$ cat config.mk
export PLATFORM = sky130hd
export DESIGN_NAME = cpu_clk_mode_ctrl
export DESIGN_NICKNAME = d
export VERILOG_FILES = /design/src/rtl/ccm_pkg.sv /design/src/rtl/ccm_ctl_reg.sv /design/src/rtl/ccm_divider.sv /design/src/rtl/ccm_clk_switch.sv /design/src/rtl/ccm_pin_mux.sv /design/src/rtl/cpu_clk_mode_ctrl.sv
export SDC_FILE = /design/constraint.sdc
export NUM_CORES = 1
export LEC_CHECK = 0
export ABC_AREA = 0
export BUFFER_PORTS_ARGS = -buffer_cell sky130_fd_sc_hd__clkbuf_2
export CORE_AREA = 2 2 39 41
export DETAILED_ROUTE_END_ITERATION = 7
export DIE_AREA = 0 0 41 43
export GPL_ROUTABILITY_DRIVEN = 0
export PLACE_DENSITY = 0.68
export SYNTH_ARGS = -nofsm -noshare
export SYNTH_HDL_FRONTEND = slang
export SYNTH_HIERARCHICAL = 1
export SYNTH_SLANG_ARGS = --single-unit
export TNS_END_PERCENT = 10
$ cat constraint.sdc
create_clock -name clk_osc_i -period 2.5 [get_ports clk_osc_i]
set_input_delay 0.25 -clock clk_osc_i [delete_from_list [all_inputs] [get_ports clk_osc_i]]
set_output_delay 0.25 -clock clk_osc_i [all_outputs]
set_load 0.02 [all_outputs]
$ cat src/rtl/ccm_pkg.sv
`timescale 1ns/1ps
package ccm_pkg;
  localparam int unsigned SLOW_BIT = 0;
  localparam int unsigned OE_BIT   = 1;

  typedef struct packed {
    logic out_en;
    logic slow;
  } ctl_t;
endpackage

$ cat src/rtl/ccm_ctl_reg.sv
`timescale 1ns/1ps
module ccm_ctl_reg
  import ccm_pkg::*;
#(
  parameter int unsigned REG_W = 8
) (
  input  logic             clk_i,
  input  logic             rst_ni,
  input  logic             sel_i,
  input  logic             wr_i,
  input  logic [REG_W-1:0] wdata_i,
  output logic [REG_W-1:0] rdata_o,
  output ctl_t             ctl_o
);
  localparam logic [REG_W-1:0] LIVE_MASK = REG_W'((1 << OE_BIT) | (1 << SLOW_BIT));

  ctl_t ctl_q, ctl_d;
  logic wr_en;
  logic rd_en;
  logic unused_wbits;

  assign wr_en = sel_i & wr_i;
  assign rd_en = sel_i & ~wr_i;
  assign unused_wbits = ^(wdata_i & ~LIVE_MASK);

  always_comb begin
    ctl_d = ctl_q;
    if (wr_en) begin
      ctl_d.out_en = wdata_i[OE_BIT];
      ctl_d.slow   = wdata_i[SLOW_BIT];
    end
  end

  always_ff @(posedge clk_i or negedge rst_ni) begin
    if (!rst_ni) begin
      ctl_q <= '0;
    end else begin
      ctl_q <= ctl_d;
    end
  end

  always_comb begin
    rdata_o = '0;
    if (rd_en) begin
      rdata_o[OE_BIT]   = ctl_q.out_en;
      rdata_o[SLOW_BIT] = ctl_q.slow;
    end
  end

  assign ctl_o = ctl_q;
endmodule

$ cat src/rtl/ccm_divider.sv
`timescale 1ns/1ps
module ccm_divider #(
  parameter int unsigned DIV_LOG2 = 5
) (
  input  logic clk_i,
  input  logic rst_ni,
  output logic div_clk_o
);
  localparam int unsigned CNT_W = DIV_LOG2;

  logic [CNT_W-1:0] cnt_q, cnt_d;

  always_comb begin
    cnt_d = cnt_q + CNT_W'(1);
  end

  always_ff @(posedge clk_i or negedge rst_ni) begin
    if (!rst_ni) begin
      cnt_q <= '0;
    end else begin
      cnt_q <= cnt_d;
    end
  end

  assign div_clk_o = cnt_q[CNT_W-1];
endmodule

$ cat src/rtl/ccm_clk_switch.sv
`timescale 1ns/1ps
module ccm_clk_switch (
  input  logic clk_i,
  input  logic rst_ni,
  input  logic slow_req_i,
  input  logic div_clk_i,
  output logic active_slow_o,
  output logic cpu_clk_o
);
  logic act_q, act_d;
  logic both_low;

  // Sampled on the falling edge: the fast clock is low there, and the
  // divided clock only moves on rising edges, so it is stable here.
  assign both_low = ~div_clk_i;

  always_comb begin
    act_d = act_q;
    if (both_low) begin
      act_d = slow_req_i;
    end
  end

  always_ff @(negedge clk_i or negedge rst_ni) begin
    if (!rst_ni) begin
      act_q <= 1'b0;
    end else begin
      act_q <= act_d;
    end
  end

  assign cpu_clk_o     = act_q ? div_clk_i : clk_i;
  assign active_slow_o = act_q;
endmodule

$ cat src/rtl/ccm_pin_mux.sv
`timescale 1ns/1ps
module ccm_pin_mux (
  input  logic out_en_i,
  input  logic cpu_clk_i,
  input  logic gpio_i,
  output logic pin_o
);
  assign pin_o = out_en_i ? cpu_clk_i : gpio_i;
endmodule

$ cat src/rtl/cpu_clk_mode_ctrl.sv
`timescale 1ns/1ps
module cpu_clk_mode_ctrl
  import ccm_pkg::*;
#(
  parameter int unsigned REG_W    = 8,
  parameter int unsigned DIV_LOG2 = 5
) (
  input  logic             clk_osc_i,
  input  logic             rst_ni,
  input  logic             bus_sel_i,
  input  logic             bus_wr_i,
  input  logic [REG_W-1:0] bus_wdata_i,
  output logic [REG_W-1:0] bus_rdata_o,
  input  logic             gpio_out_i,
  output logic             pin_o,
  output logic             cpu_clk_o
);
  ctl_t ctl;
  logic ctl_slow;
  logic ctl_oe;
  logic div_clk;
  logic active_slow;

  ccm_ctl_reg #(.REG_W(REG_W)) u_reg (
    .clk_i   (clk_osc_i),
    .rst_ni  (rst_ni),
    .sel_i   (bus_sel_i),
    .wr_i    (bus_wr_i),
    .wdata_i (bus_wdata_i),
    .rdata_o (bus_rdata_o),
    .ctl_o   (ctl)
  );

  assign ctl_slow = ctl.slow;
  assign ctl_oe   = ctl.out_en;

  ccm_divider #(.DIV_LOG2(DIV_LOG2)) u_div (
    .clk_i     (clk_osc_i),
    .rst_ni    (rst_ni),
    .div_clk_o (div_clk)
  );

  ccm_clk_switch u_sw (
    .clk_i         (clk_osc_i),
    .rst_ni        (rst_ni),
    .slow_req_i    (ctl_slow),
    .div_clk_i     (div_clk),
    .active_slow_o (active_slow),
    .cpu_clk_o     (cpu_clk_o)
  );

  ccm_pin_mux u_pin (
    .out_en_i  (ctl_oe),
    .cpu_clk_i (cpu_clk_o),
    .gpio_i    (gpio_out_i),
    .pin_o     (pin_o)
  );
endmodule

---- Yosys cells after proc, flatten, opt, wreduce, memory -nomap -nowiden ----
Cells that the tools add are included.
word-level totals
  register bits after elaboration ......... 8
  input bits .............................. 13
  output and inout bits ................... 10
  word-level logic and storage cells ...... 11
cells by class
  $add $sub $neg .......................... 1
  mux-type cells .......................... 3
  bitwise logic cells ..................... 3
operators with widths
  kind                   number
  $add A5 B1 Y5 const B  1
  $and A1 B1 Y1          2
  $mux W1                2
  $mux W2                1
  $not A1 Y1             1

---- Logic depth before layout (Yosys ltp) ----
Gate-level depths: netlist of the first run.
  depth after elaboration ................. 3
  depth in mapped cells ................... 3
  mapped depth without buffers ............ 3

---- Hierarchy ----
Netlist of the first run, hierarchy kept.
by module, submodules not included
  module          instances  cells an instance  area each (µm²)  sequential area each (µm²)
  ccm_divider     1          12                 177.7            125.1
  ccm_ctl_reg     1          14                 155.1            50.0
  ccm_clk_switch  1          3                  51.3             25.0
  ccm_pin_mux     1          1                  15.0             0.0

==> results of run 1 <==
## flip-flops by register name, summed over array words and instances, names as in the netlist
name / cells
u_div/cnt_q: 5
u_reg/ctl_o: 2
u_sw/active_slow_o: 1
## cell families (layout without fill, tap and decap cells)
logic type / after synthesis / after routing / synth area share
DFF: 8 / 8 / 0.502
and+or+nand+nor: 5 / 5 / 0.0909
adders and majority gates: 1 / 1 / 0.0313
xor gates and xnor gates: 3 / 3 / 0.0658
muxes: 5 / 5 / 0.179
buffers and inverters: 7 / 20 / 0.122
other: 1 / 6 / 0.00940
## per-stage QoR
step	setup TNS, ns	util	cells	power, mW	setup WS, ns
detailed placement	-0.115	0.323	55	0.244	-0.115
global route	-0.883	0.375	64	0.463	-0.558
global placement	-0.112	0.323	55	0.243	-0.112
CTS	-0.805	0.371	64	0.433	-0.527
floorplan	-0.0464	-	35	0.227	-0.0464
finish	-0.765	0.375	64	0.430	-0.497
## path summary, 6_finish.rpt
path,endpoint,slack (ns),cells past startpoint
max in group asynchronous,u_sw/active_slow_o,0.91,2
max reg2reg,u_sw/active_slow_o,0.39,1
max,pin_o,-0.50,3
min,u_reg/ctl_o[1],0.12,2
min reg2reg,u_div/cnt_q[0],0.45,1
min in group asynchronous,u_div/cnt_q[1],0.27,2
## final cells by class
| type | count | area (µm²) | area share |
|---|---|---|---|
| clock buffer | 9 | 65.1 | 0.125 |
| inverter | 1 | 3.75 | 0.00723 |
| multi-input combinational | 20 | 173 | 0.333 |
| sequential | 8 | 200 | 0.386 |
| tap | 16 | 20.0 | 0.0386 |
| timing repair buffer | 10 | 57.6 | 0.111 |
## layer usage
metal	vias up	routed length (µm)	GRT usage
met5	-	0	0
met4	0	8	0.167
met3	3	85	0.141
met2	17	263	0.0969
met1	118	262	0.0993
li1	122	-	-
## power groups by stage
stage | clock network (mW) | registers, mW | logic (mW)
after floorplan | 0.0509 | 0.144 | 0.0320
after global placement | 0.0632 | 0.146 | 0.0342
after detailed placement | 0.0632 | 0.146 | 0.0350
after CTS | 0.249 | 0.143 | 0.0401
after global routing | 0.276 | 0.144 | 0.0429
final | 0.248 | 0.143 | 0.0393
## layout by cell type, fill, tap and decap left out
master,netlist,final
inv_1,1,1
dfrtn_1,1,1
xnor2_1,2,2
dfrtp_1,7,7
buf_6,0,1
conb_1,1,6
mux2_4,4,5
xor2_1,1,1
nand2_2,1,1
nand3_1,2,2
ha_1,1,1
clkbuf_4,0,6
and3b_2,2,2
clkbuf_2,0,8
buf_4,6,1
dlygate4sd3_1,0,1
buf_2,0,1
clkbuf_1,0,1
## timing repair
| item | CTS | global route |
|---|---|---|
| hold buffers | 1 | 0 |
| endpoints found under the hold margin | 7 | 0 |
| setup buffers | 1 | 0 |
| gates resized for setup | 0 | 4 |
| setup endpoints to repair | 2 | 2 |
==> flow_metrics.tcl, run 1 <==
set metrics [dict create \
    p_sw_frac 0.276 \
    clk_latency_ns 0.38 \
    hold_start "bus_wdata_i[1]" \
    synth_top_area_share 0.439 \
    crit_chain "mux2_4 -> mux2_4 -> buf_6" \
    worst-path-buf-inv 1 \
    power_switching_uw 119 \
    syn_avg_cell_area_um2 13.3 \
    power_leakage_nw 0.287 \
    max_cap_violations 0 \
    seqPwrFrac 0.333 \
    crit_arrival_ns 2.75 \
    netlist_area_um2 399 \
    cpMostUsedCell "mux2_4" \
    ys_warn_count 6 \
    antenna_found_initial 0 \
    final_nets 63 \
    area_growth_pct 30.1 \
    die_area_um2 1760 \
    critPathSlowestCell "dfrtn_1" \
    drtIter0Drc 1 \
    ios 23 \
    required_ns 2.25 \
    cts_tree "done" \
    critPathLaunch "u_sw/active_slow_o" \
    status "finished with violations" \
    synth.distinct_cells 13 \
    combinationalPowerShare 0.091 \
    drt_pass1_iterations 2 \
    crit_family "multiplexers" \
    synth_top_flop_cell "dfrtp_1" \
    vias 260 \
    setup_slack_ns -0.497 \
    rows 14 \
    rsz0062_at_grt "true" \
    vdd_drop_max_v 0.000215 \
    post_dp_cell_area_um2 447 \
    min_path_type "in -> reg" \
    coreArea_um2 1380 \
    violations "setup timing" \
    critPathCaptureType "primary output" \
    ant_nets 0 \
    ys_async_sr_fraction 1.00 \
    n_fill_cell 140 \
    yosysSeqAreaShare 0.502 \
    n_antenna_cell 0 \
    grt_pass1_wl_um 1030 \
    path_max_fanout 2 \
    wl_per_cell_um 9.69 \
    stdcell_area_um2 519 \
    crit-reg2reg-launch "u_div/cnt_q[4]" \
    start_util 0.288 \
    hold_viol_final 0 \
    drive_gt1_frac 0.521 \
    synth_cells 30 \
    grt_pass1_vias 265 \
    fin_worst_skew_ns 0.0197 \
    holdWs_ns 0.120 \
    via_per_inst 4.06 \
    drt_wl_total_um 620 \
    start_kind "flip-flop" \
    grt-ovfl-total 0 \
    crit_type "reg -> out" \
    p_clk_frac 0.575 \
    grt_max_degree 9 \
    grt_util_all_layers 0.114 \
    cp_slowest_stage_delay_ns 0.42 \
    drc_errors 0 \
    p_int_uw 312 \
    power_density_nw_per_um2 829 \
    clkTransAtPathRegs_ns 0.05 \
    ys_ff_latch 8 \
    yosysTopAreaCell "dfrtp_1" \
    yosysMostFrequentCell "dfrtp_1" \
    synth-edff-count 0 \
    drv_slew 0 \
    fp.dieW_um 41 \
    setup_viol 2 \
    synth_area_leaders "dfrtp_1 44%, mux2_4 15%, buf_4 11%" \
    synthTopCellsByCount "7 x dfrtp_1, 6 x buf_4, 4 x mux2_4" \
    fp.dieH_um 43 \
    io_buffers 10 \
]
No activity file was read; power rests on OpenSTA's default activity.
==> run 2: changes to the inputs <==
==> constraint.sdc (replaced) <==
create_clock -name clk_osc_i -period 3.6 [get_ports clk_osc_i]
set_input_delay 0.36 -clock clk_osc_i [delete_from_list [all_inputs] [get_ports clk_osc_i]]
set_output_delay 0.36 -clock clk_osc_i [all_outputs]
set_load 0.02 [all_outputs]
==> run 2 against run 1 <==
  * The run still ends with setup timing left
  * Clock skew grew 0.00074 ns
  * Sequential share of layout area grew 0.28 points
  * Register-to-register slack gained 0.55 ns
  * Sequential power shrank 30%
  * Critical path depth is the same
  * Global-route usage shrank 0.98 points
  * Routed wire length shrank 4.2%
  * Cell count shrank 1.6%
  * Die area is the same
  * Flip-flop and latch count is the same
  * Hold slack gained 0.11 ns
  * Critical endpoint unchanged
==> flow_metrics.tcl, run 2 (synthesis gave the netlist of run 1 again) <==
set metrics [dict create \
    drive_gt1_frac 0.511 \
    final_nets 62 \
    clk_latency_ns 0.37 \
    pre_cts_ws_ns 0.309 \
    vias 259 \
    grt_pass1_vias 270 \
    drt_pass1_iterations 3 \
    wl_per_cell_um 9.43 \
    n_fill_cell 135 \
    drtIter0Drc 1 \
    grt_pass1_wl_um 993 \
    post_dp_cell_area_um2 443 \
    whs_path_depth 2 \
    grt_max_degree 9 \
    area_growth_pct 29.2 \
    grt_util_all_layers 0.105 \
    required_ns 3.24 \
    critPathCaptureType "primary output" \
    ios 23 \
    cp_slowest_stage_delay_ns 0.42 \
    grt-ovfl-total 0 \
    io_buffers 10 \
    via_per_inst 4.11 \
    max_cap_violations 0 \
    stdcell_area_um2 515 \
    critPathSlowestCell "dfrtn_1" \
    setup_viol 1 \
    cpMostUsedCell "mux2_4" \
    status "finished with violations" \
    rows 14 \
    rsz0062_at_grt "true" \
    setup_slack_ns -0.0669 \
    start_util 0.288 \
    power_leakage_nw 0.285 \
    path_max_fanout 2 \
    crit_type "reg -> out" \
    crit_arrival_ns 3.31 \
    antenna_found_initial 0 \
    largest_reg_flops 5 \
    rr_worst_depth 1 \
    drv_slew 0 \
    fp.dieW_um 41 \
    drc_errors 0 \
    cts_tree "done" \
    crit_chain "mux2_4 -> mux2_4 -> buf_8" \
    coreArea_um2 1380 \
    fin_total_pwr_uw 301 \
    fin_worst_skew_ns 0.0204 \
    n_antenna_cell 0 \
    power_density_nw_per_um2 583 \
    violations "setup timing" \
    fp.dieH_um 43 \
    cp.depth 3 \
    vdd_drop_max_v 0.000248 \
    final_common_cell "clkbuf_2" \
    ant_nets 0 \
    hold_viol_final 0 \
    start_kind "flip-flop" \
    worst-path-buf-inv 1 \
    clkTransAtPathRegs_ns 0.05 \
    setup_tns_ns -0.0669 \
    crit_family "multiplexers" \
    utilization 0.373 \
    min_path_type "in -> reg" \
    die_area_um2 1760 \
    regMostFlops "u_div/cnt_q" \
    final_cell_mix "9 x clkbuf_2, 7 x dfrtp_1, 6 x clkbuf_4, 6 x conb_1, 5 x mux2_4" \
    drt_wl_total_um 594 \
]
-- run 2: cell types whose count changed in the layout (fill, tap and decap cells not counted) --
cell	change
buf_2	-1
buf_4	-1
buf_6	-1
buf_8	+1
clkbuf_2	+1
-- run 2: cell type report --
| cell class | instances | area, µm² | share of cell area |
|---|---|---|---|
| Sequential cell | 8 | 200 | 0.388 |
| Multi-Input combinational cell | 20 | 173 | 0.335 |
| Clock buffer | 9 | 68.8 | 0.133 |
| Timing Repair Buffer | 9 | 50.0 | 0.0971 |
| Tap cell | 16 | 20.0 | 0.0388 |
| Inverter | 1 | 3.75 | 0.00728 |
-- run 2: path summary, 6_finish.rpt --
kind | startpoint | slack [ns] | endpoint
min in group asynchronous | rst_ni | 0.37 | u_div/cnt_q[4]
setup reg to reg | u_div/cnt_q[4] | 0.94 | u_sw/active_slow_o
hold reg to reg | u_div/cnt_q[0] | 0.45 | u_div/cnt_q[0]
max in group asynchronous | rst_ni | 1.35 | u_sw/active_slow_o
setup / recovery | u_sw/active_slow_o | -0.07 | pin_o
hold / removal | bus_wdata_i[1] | 0.23 | u_reg/ctl_o[1]
-- run 2: power breakdown --
| group | internal [mW] | switching (mW) |
|---|---|---|
| clock | 0.110 | 0.0652 |
| sequential | 0.0952 | 0.00474 |
| combinational | 0.0121 | 0.0129 |
| total | 0.218 | 0.0828 |
-- run 2: repair_timing --
action | in CTS | in global routing
buffers inserted | 0 | 0
setup endpoints to repair | 1 | 1
gates cloned | 0 | 0
hold buffers | 1 | 0
hold endpoints to repair | 7 | 0
resized for setup | 3 | 1
-- run 2: per-stage QoR --
stage | hold slack, ns | cells
6_report | 0.234 | 63
5_1_grt | 0.203 | 63
4_1_cts | 0.220 | 63
3_5_place_dp | 0.214 | 55
3_3_place_gp | 0.211 | 55
2_1_floorplan | 0.0644 | 35
-- run 2: metal layers --
layer / track usage / wire length [µm] / up-vias
met5: 0 / 0 / -
met4: 0.113 / 6 / 0
met3: 0.141 / 68 / 2
met2: 0.100 / 282 / 19
met1: 0.0903 / 236 / 116
li1: - / - / 122
==> run 3: changes to the inputs <==
--- a/config.mk
+++ b/config.mk
@@ -7,11 +7,14 @@
 export LEC_CHECK = 0
 export ABC_AREA = 0
 export BUFFER_PORTS_ARGS = -buffer_cell sky130_fd_sc_hd__clkbuf_2
+export CELL_PAD_IN_SITES_DETAIL_PLACEMENT = 0
+export CELL_PAD_IN_SITES_GLOBAL_PLACEMENT = 1
 export CORE_AREA = 2 2 39 41
 export DETAILED_ROUTE_END_ITERATION = 7
 export DIE_AREA = 0 0 41 43
 export GPL_ROUTABILITY_DRIVEN = 0
-export PLACE_DENSITY = 0.68
+export MAX_ROUTING_LAYER = met4
+export PLACE_DENSITY = 0.84
 export SYNTH_ARGS = -nofsm -noshare
 export SYNTH_HDL_FRONTEND = slang
 export SYNTH_HIERARCHICAL = 1
==> run 3 against run 2 <==
  * The flow still finishes with violations (setup timing)
  * Routed wire length rose by 3.4%
  * Global-route usage fell by 0.26 points
  * Register-to-register slack barely moved
  * Clock skew fell by 0.0016 ns
  * First-iteration DRC count did not move
  * Die area did not move
  * Core utilization fell by 0.27 points
  * Flip-flop and latch count did not move
  * Via count fell by 1.5%
  * Non-clock buffer count did not move
  * Sequential share of layout area rose by 0.28 points
  * Critical endpoint unchanged
==> flow_metrics.tcl, run 3 (synthesis gave the netlist of run 1 again) <==
set metrics [dict create \
    drt_pass1_iterations 2 \
    ant_nets 0 \
    io_buffers 10 \
    crit-reg2reg-launch "u_div/cnt_q[4]" \
    setup_tns_ns -0.0851 \
    regMostFlops "u_div/cnt_q" \
    grt_pass1_vias 274 \
    status "finished with violations" \
    cpMostUsedCell "mux2_4" \
    rows 14 \
    hold_viol_final 0 \
    power_density_nw_per_um2 587 \
    crit_arrival_ns 3.33 \
    final_cell_mix "9 x clkbuf_2, 7 x dfrtp_1, 6 x clkbuf_4, 6 x conb_1, 5 x mux2_4" \
    vdd_drop_max_v 0.000230 \
    r2r_slack_ns 0.95 \
    power_leakage_nw 0.283 \
    vias 255 \
    setup_viol 1 \
    r2r-end "u_sw/active_slow_o" \
    via_per_inst 4.05 \
    rr_worst_depth 1 \
    n_fill_cell 144 \
    rsz0062_at_grt "true" \
    post_dp_cell_area_um2 443 \
    stdcell_area_um2 512 \
    fin_worst_skew_ns 0.0188 \
    drive_gt1_frac 0.511 \
    holdWs_ns 0.223 \
    post_cts_buffers 0 \
    ios 23 \
    path_max_fanout 2 \
    fp.dieH_um 43 \
    fp.dieW_um 41 \
    grt-ovfl-total 0 \
    start_util 0.288 \
    crit_type "reg -> out" \
    critPathSlowestCell "dfrtn_1" \
    area_growth_pct 28.2 \
    crit_chain "mux2_4 -> mux2_4 -> buf_6" \
    register_area_um2 200 \
    whs_path_depth 2 \
    grt_max_degree 9 \
    coreArea_um2 1380 \
    drt_wl_total_um 614 \
    required_ns 3.24 \
    critPathCaptureType "primary output" \
    grt_util_all_layers 0.102 \
    drv_slew 0 \
    wl_per_cell_um 9.75 \
    critPathLaunch "u_sw/active_slow_o" \
    start_kind "flip-flop" \
    drtIter0Drc 1 \
    clk_latency_ns 0.38 \
    drc_errors 0 \
    multi_input_area_um2 173 \
    largest_reg_flops 5 \
    final_common_cell "clkbuf_2" \
    antenna_found_initial 0 \
    setup_slack_ns -0.0851 \
    n_antenna_cell 0 \
    die_area_um2 1760 \
    min_path_type "in -> reg" \
    cp_slowest_stage_delay_ns 0.43 \
    max_cap_violations 0 \
    grt_pass1_wl_um 1030 \
    post-dp-hpwl_um 432 \
    cts_tree "done" \
    final_nets 62 \
    violations "setup timing" \
    crit_end "pin_o" \
    clkTransAtPathRegs_ns 0.05 \
]
[run 3: worst min-delay path by stage]
stage | startpoint | to | slack, ns
2_1_floorplan | rst_ni | u_div/cnt_q[0] | 0.06
3_3_place_gp | rst_ni | u_div/cnt_q[3] | 0.21
3_5_place_dp | rst_ni | u_div/cnt_q[3] | 0.22
4_1_cts | bus_wdata_i[1] | u_reg/ctl_o[1] | 0.22
5_1_grt | bus_wdata_i[0] | u_reg/ctl_o[0] | 0.22
6_report | bus_wdata_i[1] | u_reg/ctl_o[1] | 0.22
[run 3: layer usage]
metal / routed length [µm] / up-vias / global-route usage
met5: 0 / - / -
met4: 23 / 0 / 0.127
met3: 55 / 3 / 0.0785
met2: 291 / 16 / 0.0969
met1: 244 / 115 / 0.110
li1: - / 121 / -
[run 3: layout make-up]
type	count	share of cell area
flip-flops and latches	8	0.391
multi-input cells	20	0.337
clock buffers	9	0.127
repair buffers	9	0.0978
well taps	16	0.0391
inverters	1	0.00733
[run 3: report_power, final]
part	internal, mW	total (mW)	switching, mW
combinational	0.0121	0.0248	0.0127
clock	0.107	0.176	0.0687
sequential	0.0952	0.0997	0.00453
[run 3: per-stage QoR]
stage	worst slack [ns]	power [mW]	util	std cells
after floorplan	0.303	0.151	-	35
after global placement	0.304	0.163	0.320	55
after detailed placement	0.301	0.164	0.320	55
after CTS	-0.108	0.299	0.365	63
after global routing	-0.122	0.317	0.370	63
final	-0.0851	0.301	0.370	63
[run 3: worst max-delay path: cells and delay by family, from the launching register on]
| kind | cells | cell delay [ns] |
|---|---|---|
| mux | 2 | 0.58 |
| flops | 1 | 0.43 |
| buf+inv | 1 | 0.13 |
[run 3: repair_timing]
item | CTS | global route
resized for setup | 1 | 3
endpoints found under the hold margin | 7 | 0
endpoints found under the setup margin | 1 | 1
hold buffers | 1 | 0
